===== config.mk =====
export PLATFORM = sky130hd
export DESIGN_NAME = seq_mult
export DESIGN_NICKNAME = d
export VERILOG_FILES = /design/src/rtl/mul_pkg.sv /design/src/rtl/mul_ctrl.sv /design/src/rtl/mul_sign_prep.sv /design/src/rtl/mul_datapath.sv /design/src/rtl/mul_result.sv /design/src/rtl/seq_mult.sv
export SDC_FILE = /design/constraint.sdc
export NUM_CORES = 1
export LEC_CHECK = 0
export ABC_AREA = 1
export BUFFER_PORTS_ARGS = -buffer_cell sky130_fd_sc_hd__buf_2
export CORE_MARGIN = 8
export CORE_UTILIZATION = 55
export CTS_CLUSTER_DIAMETER = 50
export DETAILED_ROUTE_END_ITERATION = 10
export PLACE_DENSITY_LB_ADDON = 0.2
export REMOVE_ABC_BUFFERS = 1
export SKIP_CTS_REPAIR_TIMING = 1
export SLEW_MARGIN = 10
export SYNTH_ARGS = -nofsm -noshare
export SYNTH_HDL_FRONTEND = slang
export SYNTH_SLANG_ARGS = --single-unit

===== constraint.sdc =====
create_clock -name clk -period 3.19 [get_ports clk]
set_clock_uncertainty 0.1 [all_clocks]
set_input_delay 0.1595 -clock clk [delete_from_list [all_inputs] [get_ports clk]]
set_output_delay 0.1595 -clock clk [all_outputs]
set_load 0.005 [all_outputs]

===== src/rtl/mul_pkg.sv =====
package mul_pkg;
   typedef enum logic [2:0] {
      ST_IDLE   = 3'd0,
      ST_SETUP  = 3'd1,
      ST_STEP   = 3'd2,
      ST_FINISH = 3'd3,
      ST_DONE   = 3'd4
   } mul_state_e;
endpackage


===== src/rtl/mul_ctrl.sv =====
module mul_ctrl
   import mul_pkg::*;
#(
   parameter int WIDTH = 32
) (
   input  logic clk,
   input  logic rst_n,
   input  logic start,
   output logic accept,
   output logic init,
   output logic step,
   output logic finish,
   output logic busy,
   output logic done
);
   localparam int CW = $clog2(WIDTH) + 1;
   localparam logic [CW-1:0] LAST = CW'(WIDTH - 1);

   mul_state_e state_q, state_d;
   logic [CW-1:0] cnt_q;

   assign accept = (state_q == ST_IDLE) && start;
   assign init   = (state_q == ST_SETUP);
   assign step   = (state_q == ST_STEP);
   assign finish = (state_q == ST_FINISH);
   assign busy   = (state_q != ST_IDLE);
   assign done   = (state_q == ST_DONE);

   always_comb begin
      state_d = state_q;
      unique case (state_q)
         ST_IDLE:   if (start) state_d = ST_SETUP;
         ST_SETUP:  state_d = ST_STEP;
         ST_STEP:   if (cnt_q == LAST) state_d = ST_FINISH;
         ST_FINISH: state_d = ST_DONE;
         ST_DONE:   state_d = ST_IDLE;
         default:   state_d = ST_IDLE;
      endcase
   end

   always_ff @(posedge clk or negedge rst_n) begin
      if (!rst_n) begin
         state_q <= ST_IDLE;
         cnt_q   <= '0;
      end else begin
         state_q <= state_d;
         if (init)      cnt_q <= '0;
         else if (step) cnt_q <= cnt_q + 1'b1;
      end
   end
endmodule


===== src/rtl/mul_sign_prep.sv =====
module mul_sign_prep #(
   parameter int WIDTH        = 32,
   parameter bit ALLOW_SIGNED = 1'b1
) (
   input  logic             clk,
   input  logic             rst_n,
   input  logic             accept,
   input  logic             is_signed,
   input  logic [WIDTH-1:0] op_a,
   input  logic [WIDTH-1:0] op_b,
   output logic [WIDTH-1:0] mag_a,
   output logic [WIDTH-1:0] mag_b,
   output logic             negate,
   output logic             sgn_mode
);
   logic [WIDTH-1:0] abs_a, abs_b;
   logic             neg_d, mode_d;

   generate
      if (ALLOW_SIGNED) begin : g_signed
         assign mode_d = is_signed;
         assign abs_a  = (is_signed && op_a[WIDTH-1]) ? (~op_a + 1'b1) : op_a;
         assign abs_b  = (is_signed && op_b[WIDTH-1]) ? (~op_b + 1'b1) : op_b;
         assign neg_d  = is_signed && (op_a[WIDTH-1] ^ op_b[WIDTH-1]);
      end else begin : g_unsigned
         logic unused_mode;
         assign unused_mode = is_signed;
         assign mode_d = 1'b0;
         assign abs_a  = op_a;
         assign abs_b  = op_b;
         assign neg_d  = 1'b0;
      end
   endgenerate

   always_ff @(posedge clk or negedge rst_n) begin
      if (!rst_n) begin
         mag_a    <= '0;
         mag_b    <= '0;
         negate   <= 1'b0;
         sgn_mode <= 1'b0;
      end else if (accept) begin
         mag_a    <= abs_a;
         mag_b    <= abs_b;
         negate   <= neg_d;
         sgn_mode <= mode_d;
      end
   end
endmodule


===== src/rtl/mul_datapath.sv =====
module mul_datapath #(
   parameter int WIDTH = 32
) (
   input  logic               clk,
   input  logic               rst_n,
   input  logic               init,
   input  logic               step,
   input  logic [WIDTH-1:0]   mag_a,
   input  logic [WIDTH-1:0]   mag_b,
   output logic [2*WIDTH-1:0] prod
);
   localparam int PW = 2 * WIDTH;

   logic [WIDTH-1:0] mcand_q;
   logic [PW-1:0]    prod_q;
   logic [WIDTH:0]   upper_sum;

   assign upper_sum = {1'b0, prod_q[PW-1:WIDTH]}
                    + {1'b0, (prod_q[0] ? mcand_q : {WIDTH{1'b0}})};

   always_ff @(posedge clk or negedge rst_n) begin
      if (!rst_n) begin
         mcand_q <= '0;
         prod_q  <= '0;
      end else if (init) begin
         mcand_q <= mag_a;
         prod_q  <= {{WIDTH{1'b0}}, mag_b};
      end else if (step) begin
         prod_q  <= {upper_sum, prod_q[WIDTH-1:1]};
      end
   end

   assign prod = prod_q;
endmodule


===== src/rtl/mul_result.sv =====
module mul_result #(
   parameter int WIDTH = 32
) (
   input  logic               clk,
   input  logic               rst_n,
   input  logic               finish,
   input  logic               negate,
   input  logic               sgn_mode,
   input  logic [2*WIDTH-1:0] prod,
   output logic [WIDTH-1:0]   hi,
   output logic [WIDTH-1:0]   lo,
   output logic               ovf
);
   localparam int PW = 2 * WIDTH;

   logic [PW-1:0]    fixed;
   logic [WIDTH-1:0] hi_d, lo_d;
   logic             ovf_d;

   assign fixed = negate ? (~prod + 1'b1) : prod;
   assign hi_d  = fixed[PW-1:WIDTH];
   assign lo_d  = fixed[WIDTH-1:0];
   assign ovf_d = sgn_mode ? (hi_d != {WIDTH{lo_d[WIDTH-1]}})
                           : (hi_d != '0);

   always_ff @(posedge clk or negedge rst_n) begin
      if (!rst_n) begin
         hi  <= '0;
         lo  <= '0;
         ovf <= 1'b0;
      end else if (finish) begin
         hi  <= hi_d;
         lo  <= lo_d;
         ovf <= ovf_d;
      end
   end
endmodule


===== src/rtl/seq_mult.sv =====
module seq_mult #(
   parameter int WIDTH        = 32,
   parameter bit ALLOW_SIGNED = 1'b1
) (
   input  logic             clk,
   input  logic             rst_n,
   input  logic             start,
   input  logic             is_signed,
   input  logic [WIDTH-1:0] op_a,
   input  logic [WIDTH-1:0] op_b,
   output logic             busy,
   output logic             done,
   output logic [WIDTH-1:0] hi,
   output logic [WIDTH-1:0] lo,
   output logic             ovf
);
   localparam int PW = 2 * WIDTH;

   generate
      if (WIDTH < 2) begin : g_bad_width
         $error("seq_mult: WIDTH must be at least 2");
      end
   endgenerate

   logic             accept, init, step, finish;
   logic [WIDTH-1:0] mag_a, mag_b;
   logic             negate, sgn_mode;
   logic [PW-1:0]    prod;

   mul_ctrl #(.WIDTH(WIDTH)) u_ctrl (
      .clk(clk), .rst_n(rst_n), .start(start),
      .accept(accept), .init(init), .step(step), .finish(finish),
      .busy(busy), .done(done)
   );

   mul_sign_prep #(.WIDTH(WIDTH), .ALLOW_SIGNED(ALLOW_SIGNED)) u_prep (
      .clk(clk), .rst_n(rst_n), .accept(accept), .is_signed(is_signed),
      .op_a(op_a), .op_b(op_b), .mag_a(mag_a), .mag_b(mag_b),
      .negate(negate), .sgn_mode(sgn_mode)
   );

   mul_datapath #(.WIDTH(WIDTH)) u_dp (
      .clk(clk), .rst_n(rst_n), .init(init), .step(step),
      .mag_a(mag_a), .mag_b(mag_b), .prod(prod)
   );

   mul_result #(.WIDTH(WIDTH)) u_res (
      .clk(clk), .rst_n(rst_n), .finish(finish), .negate(negate),
      .sgn_mode(sgn_mode), .prod(prod), .hi(hi), .lo(lo), .ovf(ovf)
   );
endmodule


### After elaboration in Yosys (flattened, before gate mapping)

Index checks and enable logic that the tools add are counted.

| word-level totals | value |
|---|---|
| register bits | 236 |
| input bits | 68 |

| cells by class | value |
|---|---|
| $add $sub $neg | 5 |
| equal/unequal tests | 8 |
| muxes and demuxes | 12 |
| bitwise gates (word level) | 4 |
| reduce and logical (&&, ||, !) cells | 9 |

Operators with widths:

| kind | count |
|---|---|
| 2-to-1 mux 64 bit | 3 |
| 2-to-1 mux 32 bit | 3 |
| adder 32 x 1 -> 32 bit, second input constant | 2 |
| adder 64 x 1 -> 64 bit, second input constant | 1 |
| NOT 32 bit | 2 |
| NOT 64 bit | 1 |
| adder 32 x 32 -> 33 bit | 1 |
| != test 32 bit | 1 |
| nonzero test 32 bit | 1 |
| 2-to-1 mux 6 bit | 2 |
| case mux 3 bit (4 select lines) | 1 |
| adder 6 x 1 -> 6 bit, second input constant | 1 |
| == test 3 x 2 -> 1 bit, second input constant | 2 |
| == test 6 x 5 -> 1 bit, second input constant | 1 |
| 2-to-1 mux 3 bit | 2 |
| logical AND 1 bit | 4 |
| == test 3 x 1 -> 1 bit, second input constant | 1 |
| == test 3 bit, second input constant | 1 |
| zero test 3 bit | 1 |
| nonzero test 3 bit | 1 |
| != test 2 x 1 -> 1 bit, second input constant | 1 |
| != test 2 bit, second input constant | 1 |
| AND reduction 2 bit | 1 |
| nonzero test 2 bit | 1 |
| other kinds (2) | 2 |

### Depth between registers and ports, before layout

Gate-level depths: netlist (run 1).

| depth | value |
|---|---|
| depth after elaboration | 5 |
| gate-level depth with buffers | 21 |

### Modules after synthesis

Synthesis (run 1) repeated with hierarchy kept, for this count alone.

| second synthesis, totals | value |
|---|---|
| cell total of the unflattened synthesis | 2490 |
| area total of the unflattened synthesis | 16206.8 um2 |

By module, submodules not included:

| module | instances | cells each | area an instance (um2) | sequential area each (um2) |
|---|---|---|---|---|
| mul_datapath | 1 | 969 | 6407.4 | 2402.3 |
| mul_result | 1 | 813 | 4983.5 | 1626.6 |
| mul_sign_prep | 1 | 643 | 4311.6 | 1651.6 |
| mul_ctrl | 1 | 65 | 504.2 | 225.2 |

### Worst setup path before layout (run 1)

OpenSTA, ideal clock, no wires.

| timing path | value |
|---|---|
| kind | reg-to-reg |
| from | reg u_dp.prod_q[0] (netlist: u_dp.prod[0]) |
| to | reg u_dp.prod_q[59] (netlist: u_dp.prod[59]) |
| setup time | 0.130 ns |
| arrival | 2.353 ns |
| required time | 2.960 ns |
| slack | 0.607 ns |
| stages on the path, launching flop included | 17 |
| buffers on the path | 2 |
| period minus slack after synthesis | 2.583 ns |
| cells stage by stage | dfrtp_1 -> buf_6 -> clkbuf_1 -> nand2_1 -> inv_1 -> ha_1 -> nand2_1 -> o21ai_0 -> a21oi_1 -> o21ai_0 -> nand3_1 -> nand3_1 -> nand2_1 -> o211ai_1 -> a21oi_1 -> o21ai_0 -> o21ai_0 |

| on the way | value |
|---|---|
| cells in the longest elaborated chain, start to end | 4 |

RTL lines:

| item | RTL line | source |
|---|---|---|
| start, declared | mul_datapath.sv:15 | `logic [PW-1:0] prod_q;` |
| start signal, assigned | mul_datapath.sv:27 | `prod_q <= {{WIDTH{1'b0}}, mag_b};` |
| start signal, assigned | mul_datapath.sv:29 | `prod_q <= {upper_sum, prod_q[WIDTH-1:1]};` |
| 2-to-1 mux 32 bit | mul_datapath.sv:19 | `+ {1'b0, (prod_q[0] ? mcand_q : {WIDTH{1'b0}})};` |
| adder 32 x 32 -> 33 bit | mul_datapath.sv:19 |  |
| 2-to-1 mux 64 bit | mul_datapath.sv:28 | `end else if (step) begin` |
| 2-to-1 mux 64 bit | mul_datapath.sv:25 | `end else if (init) begin` |

Every way passes these cells. The select of a mux whose other input is x is not followed.
A chain may end at the register's enable or synchronous reset.

### Worst setup path after layout (run 1)

| timing path | value |
|---|---|
| from | in op_b[2] |
| to | reg u_prep.mag_b[31] |

| on the way | value |
|---|---|
| cells in the longest elaborated chain, start to end | 3 |

RTL lines:

| item | RTL line | source |
|---|---|---|
| start, declared | seq_mult.sv:10 | `input logic [WIDTH-1:0] op_b,` |
| NOT 32 bit | mul_sign_prep.sv:23 | `assign abs_b = (is_signed && op_b[WIDTH-1]) ? (~op_b + 1'b1) : op_b;` |
| adder 32 x 1 -> 32 bit | mul_sign_prep.sv:23 |  |
| 2-to-1 mux 32 bit | mul_sign_prep.sv:23 |  |
| end signal, assigned | mul_sign_prep.sv:43 | `mag_b <= abs_b;` |
| end, declared | mul_sign_prep.sv:12 | `output logic [WIDTH-1:0] mag_b,` |

Every way passes these cells.

==> results.txt, run 1 <==
* Result of the run: complete, but fails checks
- Failing checks: hold timing
* Worst hold-check path type: in2reg
- Pin placement for this block handled 135 I/O pins.
* Number of antenna violations at the first check in global routing: 0
- Int Power: 9150 uW
* Commonest non-fill, non-tap cell in the layout: sky130_fd_sc_hd__nand2_1
- Part of the Yosys area used for sequential elements: 39.8%
- Proportion of layout cells with a drive suffix above 1: 11.4%
- The count of nets left with antenna violations once routing finished came out at 0.
* Final core utilization: 65.7%
- Critical-path top delay cell: sky130_fd_sc_hd__dlygate4sd3_1
- In the post-synthesis netlist, the biggest area contributors are sky130_fd_sc_hd__dfrtp_1 (40%), sky130_fd_sc_hd__nand2_1 (15%), sky130_fd_sc_hd__o21ai_0 (10%).
- Remaining routing DRC violations: 0
- Initial core utilization: 55.6%
- Period utilization: 94.9%
- Setup slack on the critical path of the routed design comes to 0.163 ns.
- Synthesis handed over a netlist of 2,118 instances.
* Final RePlAce weighted congestion: 0.972
- Clock edge transition at the registers on the reported setup and hold paths: 0.06 ns
- Avg Synthesized Cell Area: 7.01 um2
- The core region is 26,700 um2.
* Post-synth EDFFs: 0
- Post-layout net count: 2,400
* Critical setup path kind: in2reg
- Across the VDD grid, the largest voltage drop is 0.503 mV.
* Critical Path, Cell by Cell: dlygate4sd3_1 -> buf_2 -> inv_1 -> nand4_1 -> nor3_1 -> nand4_1 -> nor2_1 -> nand4_1 -> nor2_1 -> nand3_1 -> a22oi_1 -> dlygate4sd3_1
* Maximum cell stage delay along the critical path: 0.57 ns
- The final max-slew violation count was 0.
* XOR/XNOR Fraction of Synth Area: 4.66%
- Measured along the y axis, the die boundary spans 180 um.
- Measured against its own limit, the worst slew margin works out to 45.5%.
- Summing the areas of all compound-gate instances in the mapped netlist gives 15.8% of the synthesized area.
- The number of hold-slack violations in the final timing report was 1.
* Clock tree from TritonCTS: built
* Clock Latency Late Sink: 0.55 ns
- In the global route stage, met1 resource usage came out at 39.1%.
- Of the post-synthesis cell area, the part taken by muxes is 0.0758%.
- Part of the total power dissipated in the clock network: 20.4%
- The worst path in the final design needs a cycle of 3.03 ns, including I/O delays and setup.
- Yosys Warn Count: 0
* Post-detailed-route via-to-cell ratio: 5.44
- Total global routing overflow: 0
* CTS HTree Levels: 1
- Entering global routing, the biggest net connects 80 pins.
- Count of TritonRoute iterations in the first routing pass: 5
- Area overhead of the layout relative to synthesis: 18.2%
- Summed over all cells, the static leakage comes to 0.00887 uW.
* Combinational family with the most area after synthesis: simple AND/OR/NAND/NOR gates
* Most frequent cells in the layout: sky130_fd_sc_hd__nand2_1 (603), sky130_fd_sc_hd__o21ai_0 (296), sky130_fd_sc_hd__dfrtp_1 (235)
- Of the total synthesized cell area, the portion taken by AND, OR, NAND and NOR gates is 28.7%.
* Post-synthesis cell type count: 51
* Worst-margin pin slew: 0.808 ns
- At the placement stage, the worst setup path has a slack of 0.118 ns.
- Proportion of netlist area held by the largest area contributor: 39.8%
- STA puts the critical path data arrival time at 3.42 ns.
- Row generation in the floorplan step produced 60 rows.
- Flops & latches, synth: 236
- Total power for the finished layout comes to 16,900 uW.
- Inserted Clock Buffers: 28
- Worst Hold Slack: -0.0429 ns
* Adder-cell area share of the yosys netlist: 3.17%
* Total wire length after detailed routing: 44,500 um
* Peak fanout along the critical path: 4
- Sequential Power Share: 32.0%
* Most common cell on crit path: sky130_fd_sc_hd__nand4_1
* Horizontal die dimension: 180 um
- The first global-routing pass estimated 70,700 um of wire.
* Max frequency: 330 MHz
* Critical Path End Type: register
* Dominant cell type by area after synthesis: sky130_fd_sc_hd__dfrtp_1
- Global routing used 26.3% of the available tracks.
- Unrepaired setup endpoints after global routing: no
- Cell Pwr Density: 963 nW/um2
- Once detailed placement completed, the half-perimeter wirelength came to 33,600 um.
- Global routing usage on met2: 39.4%
* Root Buffer: sky130_fd_sc_hd__clkbuf_16
* Number of buffers inserted by port buffering: 134
* Clk buf depth: 3
* Sink Count: 236
- For this run, global-route usage on met3 was measured as 4.50%.
- The final route contains 14,500 vias.
- Netlist Area Pre-Place: 14,900 um2
- For this design the total switching power over the nets is 7750 uW.
- The worst setup path is launched from an input pin.
- The share of total power dissipated in combinational logic is 47.5%.
* Count of routing violations after the opening detailed-route iteration: 1,473
- Setup violations remaining at the end of the flow were counted as 0.
- The via count of the first global-routing pass is 13,400.
- STA puts the critical path data required time at 3.58 ns.
- Layer carrying the most global-route usage: met2
* Fraction of registers with async set/reset: 100%
* Fraction of power spent switching nets: 45.8%
- Final antenna diode count: 0
- After detailed routing, the average wire length per cell comes to 16.7 um.
- Dominant synthesized flop cell: sky130_fd_sc_hd__dfrtp_1
* Maxcap violations: 0
* Area enclosed by the die boundary: 32,500 um2
state kept, by name, summed over array words and instances, names as in the netlist:
name	cells
u_ctrl.cnt_q	6
u_ctrl.state_q	3
u_dp.mcand_q	32
u_dp.prod	64
u_prep.mag_a	32
u_prep.mag_b	32
u_prep.negate	1
u_prep.sgn_mode	1
u_res.hi	32
u_res.lo	32
u_res.ovf	1
critical path: cells and delay by family:
| family | cells | cell delay, ns |
|---|---|---|
| AOI/OAI and AO/OA | 1 | 0.15 |
| buffers and inverters | 4 | 1.38 |
| and+or+nand+nor | 7 | 1.73 |
Yosys cell counts, types with 5 or more instances:
library cell	number
sky130_fd_sc_hd__nor2_2	13
sky130_fd_sc_hd__o21ai_1	7
sky130_fd_sc_hd__clkbuf_1	62
sky130_fd_sc_hd__and2_1	5
sky130_fd_sc_hd__a21boi_0	6
sky130_fd_sc_hd__inv_2	8
sky130_fd_sc_hd__nand3_1	93
sky130_fd_sc_hd__nand2_1	606
sky130_fd_sc_hd__nor2_4	5
sky130_fd_sc_hd__nor3_1	20
sky130_fd_sc_hd__a31oi_1	18
sky130_fd_sc_hd__nand4_1	22
sky130_fd_sc_hd__o21ai_0	297
sky130_fd_sc_hd__xnor2_1	14
sky130_fd_sc_hd__xor2_1	65
sky130_fd_sc_hd__a21oi_1	63
sky130_fd_sc_hd__dfrtp_1	236
sky130_fd_sc_hd__ha_1	36
sky130_fd_sc_hd__nand2_2	17
sky130_fd_sc_hd__nor2_1	231
sky130_fd_sc_hd__buf_2	6
sky130_fd_sc_hd__o22ai_1	17
sky130_fd_sc_hd__inv_1	211
sky130_fd_sc_hd__o221ai_1	5
sky130_fd_sc_hd__nand3b_1	7
layer usage:
layer | wire length (um) | vias up | share of wire (%)
met5 | 0 | - | 0
met4 | 893 | 0 | 2.0
met3 | 3600 | 62 | 8.1
met2 | 19200 | 510 | 43
met1 | 20800 | 6661 | 47
li1 | - | 7229 | -
power by group through the flow:
stage	registers [uW]	logic (uW)	clock network [uW]
after floorplan	5200	5220	0
after global placement	5390	7710	0
after detailed placement	5420	7860	0
after CTS	5380	7920	3500
after global routing	5570	9120	3640
final	5410	8030	3460
metrics by stage:
step	area (um2)	TNS, ns	std cells
floorplan	14500	-36.50	2043
global placement	15900	0	2538
detailed placement	15900	0	2538
CTS	16900	0	2590
global route	17600	0	2658
finish	17600	0	2658
worst paths after layout:
path,startpoint,end,slack [ns],cells after the start
min in group asynchronous,rst_n,u_prep.mag_b[3]$_DFFE_PN0P_,0.05,2
hold reg to reg,u_prep.mag_a[8]$_DFFE_PN0P_,u_dp.mcand_q[8]$_DFFE_PN0P_,0.36,2
setup reg to reg,u_dp.prod[0]$_DFFE_PN0P_,u_dp.prod[59]$_DFFE_PN0P_,0.31,15
max in group asynchronous,rst_n,u_dp.mcand_q[23]$_DFFE_PN0P_,2.11,3
hold / removal,op_b[1],u_prep.mag_b[1]$_DFFE_PN0P_,-0.04,5
setup / recovery,op_b[2],u_prep.mag_b[31]$_DFFE_PN0P_,0.16,12
kinds of logic after synthesis:
| group | Yosys count |
|---|---|
| AOI/OAI and AO/OA | 437 |
| DFF | 236 |
| adders and majority gates | 37 |
| xor gates and xnor gates | 79 |
| and+or+nand+nor | 1031 |
| muxes | 1 |
| buffers and inverters | 297 |
final cells by class:
cell class	instances	area, um2
Sequential cell	236	5910
Tap cell	341	427
Clock inverter	12	214
Inverter	222	836
Timing Repair Buffer	222	1550
Fill cell	2391	9160
Clock buffer	40	806
Multi-Input combinational cell	1585	7820
(Power assumes the default switching activity.)
==> run 2: changes to the inputs <==
SYNTH_HIERARCHICAL = 1   (was not set)
==> results.txt, run 2 <==
- Once layout is complete, the utilization of the core stands at 64.8%.
- The most critical setup path has its endpoint at u_res/ovf$_DFFE_PN0P_.
- Clock tree from TritonCTS: built
- The floorplan step defined a die boundary enclosing 35,200 um2.
- Clock Latency Late Sink: 0.57 ns
- The number of antenna violations at the first check in global routing is 0.
- Library cell with the highest instance count after synthesis: sky130_fd_sc_hd__nand2_1
- Placed wire-length estimate: 37,500 um
* Max frequency: 340 MHz
* Flops & latches, synth: 236
* Largest cells by area after synthesis: sky130_fd_sc_hd__dfrtp_1 (36%), sky130_fd_sc_hd__nand2_1 (22%), sky130_fd_sc_hd__inv_1 (7.4%)
* Core area: 29,300 um2
* Clock edge transition at the registers on the reported setup and hold paths: 0.06 ns
- Worst-margin pin slew: 0.925 ns
- Yosys printed 6 warnings.
- For this configuration, the core starts out at a cell density of 55.3%.
- Hold violation count in the final report: 1
- Post-detailed-placement cell area: 17,300 um2
* Buffering stage count on the worst path with inverters included: 1
- After synthesis, the share of flip-flops with an asynchronous set or reset is 100%.
- The count of cells in the finished layout, fillers not included, comes to 3,093.
- The run finished, with violations left.
- In the final routed layout, each cell accounts on average for 15.8 um.
- Vias in the first global route: 15,500
* Count of antenna-violating nets left after detailed routing: 0
- Total wire length after detailed routing: 49,000 um
- Setup violations remaining at the end of the flow were counted as 0.
* Cell Pwr Density: 938 nW/um2
* Unrepaired setup endpoints after global routing: no
* Flip-flop count of the largest register, all copies and words added: 64
- Post-layout net count: 2,784
* Total number of vias: 16,600
* Critical Path, Cell by Cell: inv_1 -> ha_1 -> nand3_2 -> nor2_4 -> nand3_1 -> o21bai_1 -> nand2_1 -> a21oi_1 -> nand2_1 -> nor2_1 -> nand3_1 -> nor2_1 -> nor2_1 -> nand2_1 -> nand2_1
* Final antenna diode count: 0
* Io pins: 135
- Post-synth EDFFs: 0
- The synthesized design spends more area on one cell type than any other, namely sky130_fd_sc_hd__dfrtp_1.
* Most frequent cells in the layout: sky130_fd_sc_hd__nand2_1 (952), sky130_fd_sc_hd__inv_1 (317), sky130_fd_sc_hd__nor2_1 (260)
* Count of routing violations after the opening detailed-route iteration: 1,514
- The first global-routing pass estimated 78,900 um of wire.
* Static Leak: 0.0103 uW
- The commonest cells after synthesis are sky130_fd_sc_hd__nand2_1 (952), sky130_fd_sc_hd__inv_1 (319), sky130_fd_sc_hd__nor2_1 (261).
* Worst Reg-to-Reg Cells: 15
- The setup check on the worst reg-to-reg path leaves a slack of 0.25 ns.
- The final reports fail on hold timing.
- Critical-path top delay cell: sky130_fd_sc_hd__o21bai_1
* Post-synthesis instance total: 2,490
- Number of standard-cell rows in the floorplan: 63
- Global routing finished with a remaining overflow of 0.
* Maxcap violations: 0
- The first detailed-routing pass took 8 iterations.
- After detailed placement, the design holds a cell count of 2,969.
- Clk buf depth: 3
- Max-slew violation total from the final report: 0
- Headroom to the max-slew limit came out at 38.3%.
- Commonest non-fill, non-tap cell in the layout: sky130_fd_sc_hd__nand2_1
* Peak fanout along the critical path: 6
* Post-synthesis cell type count: 43
* Most common cell on crit path: sky130_fd_sc_hd__nand2_1
* Inserted Clock Buffers: 30
- Area overhead of the layout relative to synthesis: 17.3%
- On the critical path the largest part of the delay comes from simple AND/OR/NAND/NOR gates.
* Worst hold-check path type: in2reg
* Maximum cell stage delay along the critical path: 0.46 ns
- For this run, the leading register cell type out of synthesis is sky130_fd_sc_hd__dfrtp_1.
- Critical path startpoint: u_dp/prod[1]$_DFFE_PN0P_
- Final RePlAce weighted congestion: 0.957
* Avg Synthesized Cell Area: 6.51 um2
- Part of the Yosys area used for sequential elements: 36.4%
- The tightest hold path in the finished design has a slack of -0.00952 ns.
- Endpoint arrival time on the critical path: 3.28 ns
* Period utilization: 92.3%
- Total routing usage reported by global routing: 26.8%
- Worst R2R End: u_res/ovf$_DFFE_PN0P_
- Cells with a size suffix above 1 make up 10.8% of the layout.
- In this run the vertical extent of the chip is 188 um.
- CTS HTree Levels: 1
* Critical path depth: 15
- Largest net degree at the start of global routing: 110
- The worst-case IR drop observed on VDD is 0.656 mV.
- Post-detailed-route via-to-cell ratio: 5.36
* Critical Path End Type: register
- After routing the design area is 19,000 um2.
- The setup path with the least slack is of type reg2reg.
* Remaining routing DRC violations: 0
- The worst setup path is launched from a register.
- The completed layout was analyzed and its total power is 17,800 uW.
- The worst register-to-register path begins at u_dp/prod[1]$_DFFE_PN0P_.
* Number of buffers inserted by port buffering: 134
* Proportion of netlist area held by the largest area contributor: 36.4%
- Netlist Area Pre-Place: 16,200 um2
- Root Buffer: sky130_fd_sc_hd__clkbuf_16
* Horizontal die dimension: 188 um
- For the worst setup path, the data required time is 3.52 ns.
- Subtracting the final worst setup slack from the clock period gives 2.94 ns.
- Clock tree synthesis found a total of 236 sinks.
## run 2: stage by stage
step	worst slack [ns]	setup TNS, ns	hold WS [ns]
final	0.246	0	-0.00952
after detailed placement	0.355	0	0.116
after CTS	0.299	0	-0.486
after global placement	0.353	0	0.114
after floorplan	-1.06	-84.12	-0.236
after global routing	0.0297	0	0.00717
## run 2: worst min-delay path by stage
stage | from | to | slack, ns | cells past startpoint
6_report | op_b[6] | u_prep/mag_b[6]$_DFFE_PN0P_ | -0.01 | 4
5_1_grt | op_b[6] | u_prep/mag_b[6]$_DFFE_PN0P_ | 0.007 | 4
4_1_cts | rst_n | u_res/lo[10]$_DFFE_PN0P_ | -0.49 | 1
3_5_place_dp | rst_n | u_res/lo[10]$_DFFE_PN0P_ | 0.12 | 1
3_3_place_gp | rst_n | u_res/lo[10]$_DFFE_PN0P_ | 0.11 | 1
2_1_floorplan | rst_n | u_ctrl/cnt_q[0]$_DFFE_PN0P_ | -0.24 | 0
## run 2: worst reg2reg max path, delay by kind of cell (launching register included)
family	cells	cell delay, ns
fa+ha+maj	1	0.21
compound gates	2	0.63
flops	1	0.41
simple gates	11	1.35
buf+inv	1	0.10
## run 2: kinds of logic after synthesis
family | synth area share, %
AO/OA/AOI/OAI | 8.68
XOR/XNOR | 3.51
adder cells (fa/ha/maj) | 2.90
buffers and inverters | 9.69
flip-flops | 36.4
AND/OR/NAND/NOR | 38.8
## run 2: power by group
part	switching, uW	internal (uW)	total, uW	leakage [uW]
registers	1180	4360	5540	0.00296
clock network	1370	2100	3470	0.000513
logic	5820	3000	8820	0.00678
## run 2: per-layer routing
metal / routed length, um / track usage, % / vias to the layer above
met3: 2930 / 3.27 / 104
met4: 1450 / 7.45 / 0
met5: 0 / 0 / -
li1: - / - / 8193
met1: 22500 / 37.3 / 7671
met2: 22100 / 43.6 / 616
## run 2: cell type report
type                    instances  area (um2)
clock buffers                  41         872
clock inverters                15         181
flip-flops and latches        236        5910
multi-input cells            1855        8740
fillers                      2725       10300
repair buffers                225        1570
well taps                     390         488
inverters                     331        1250
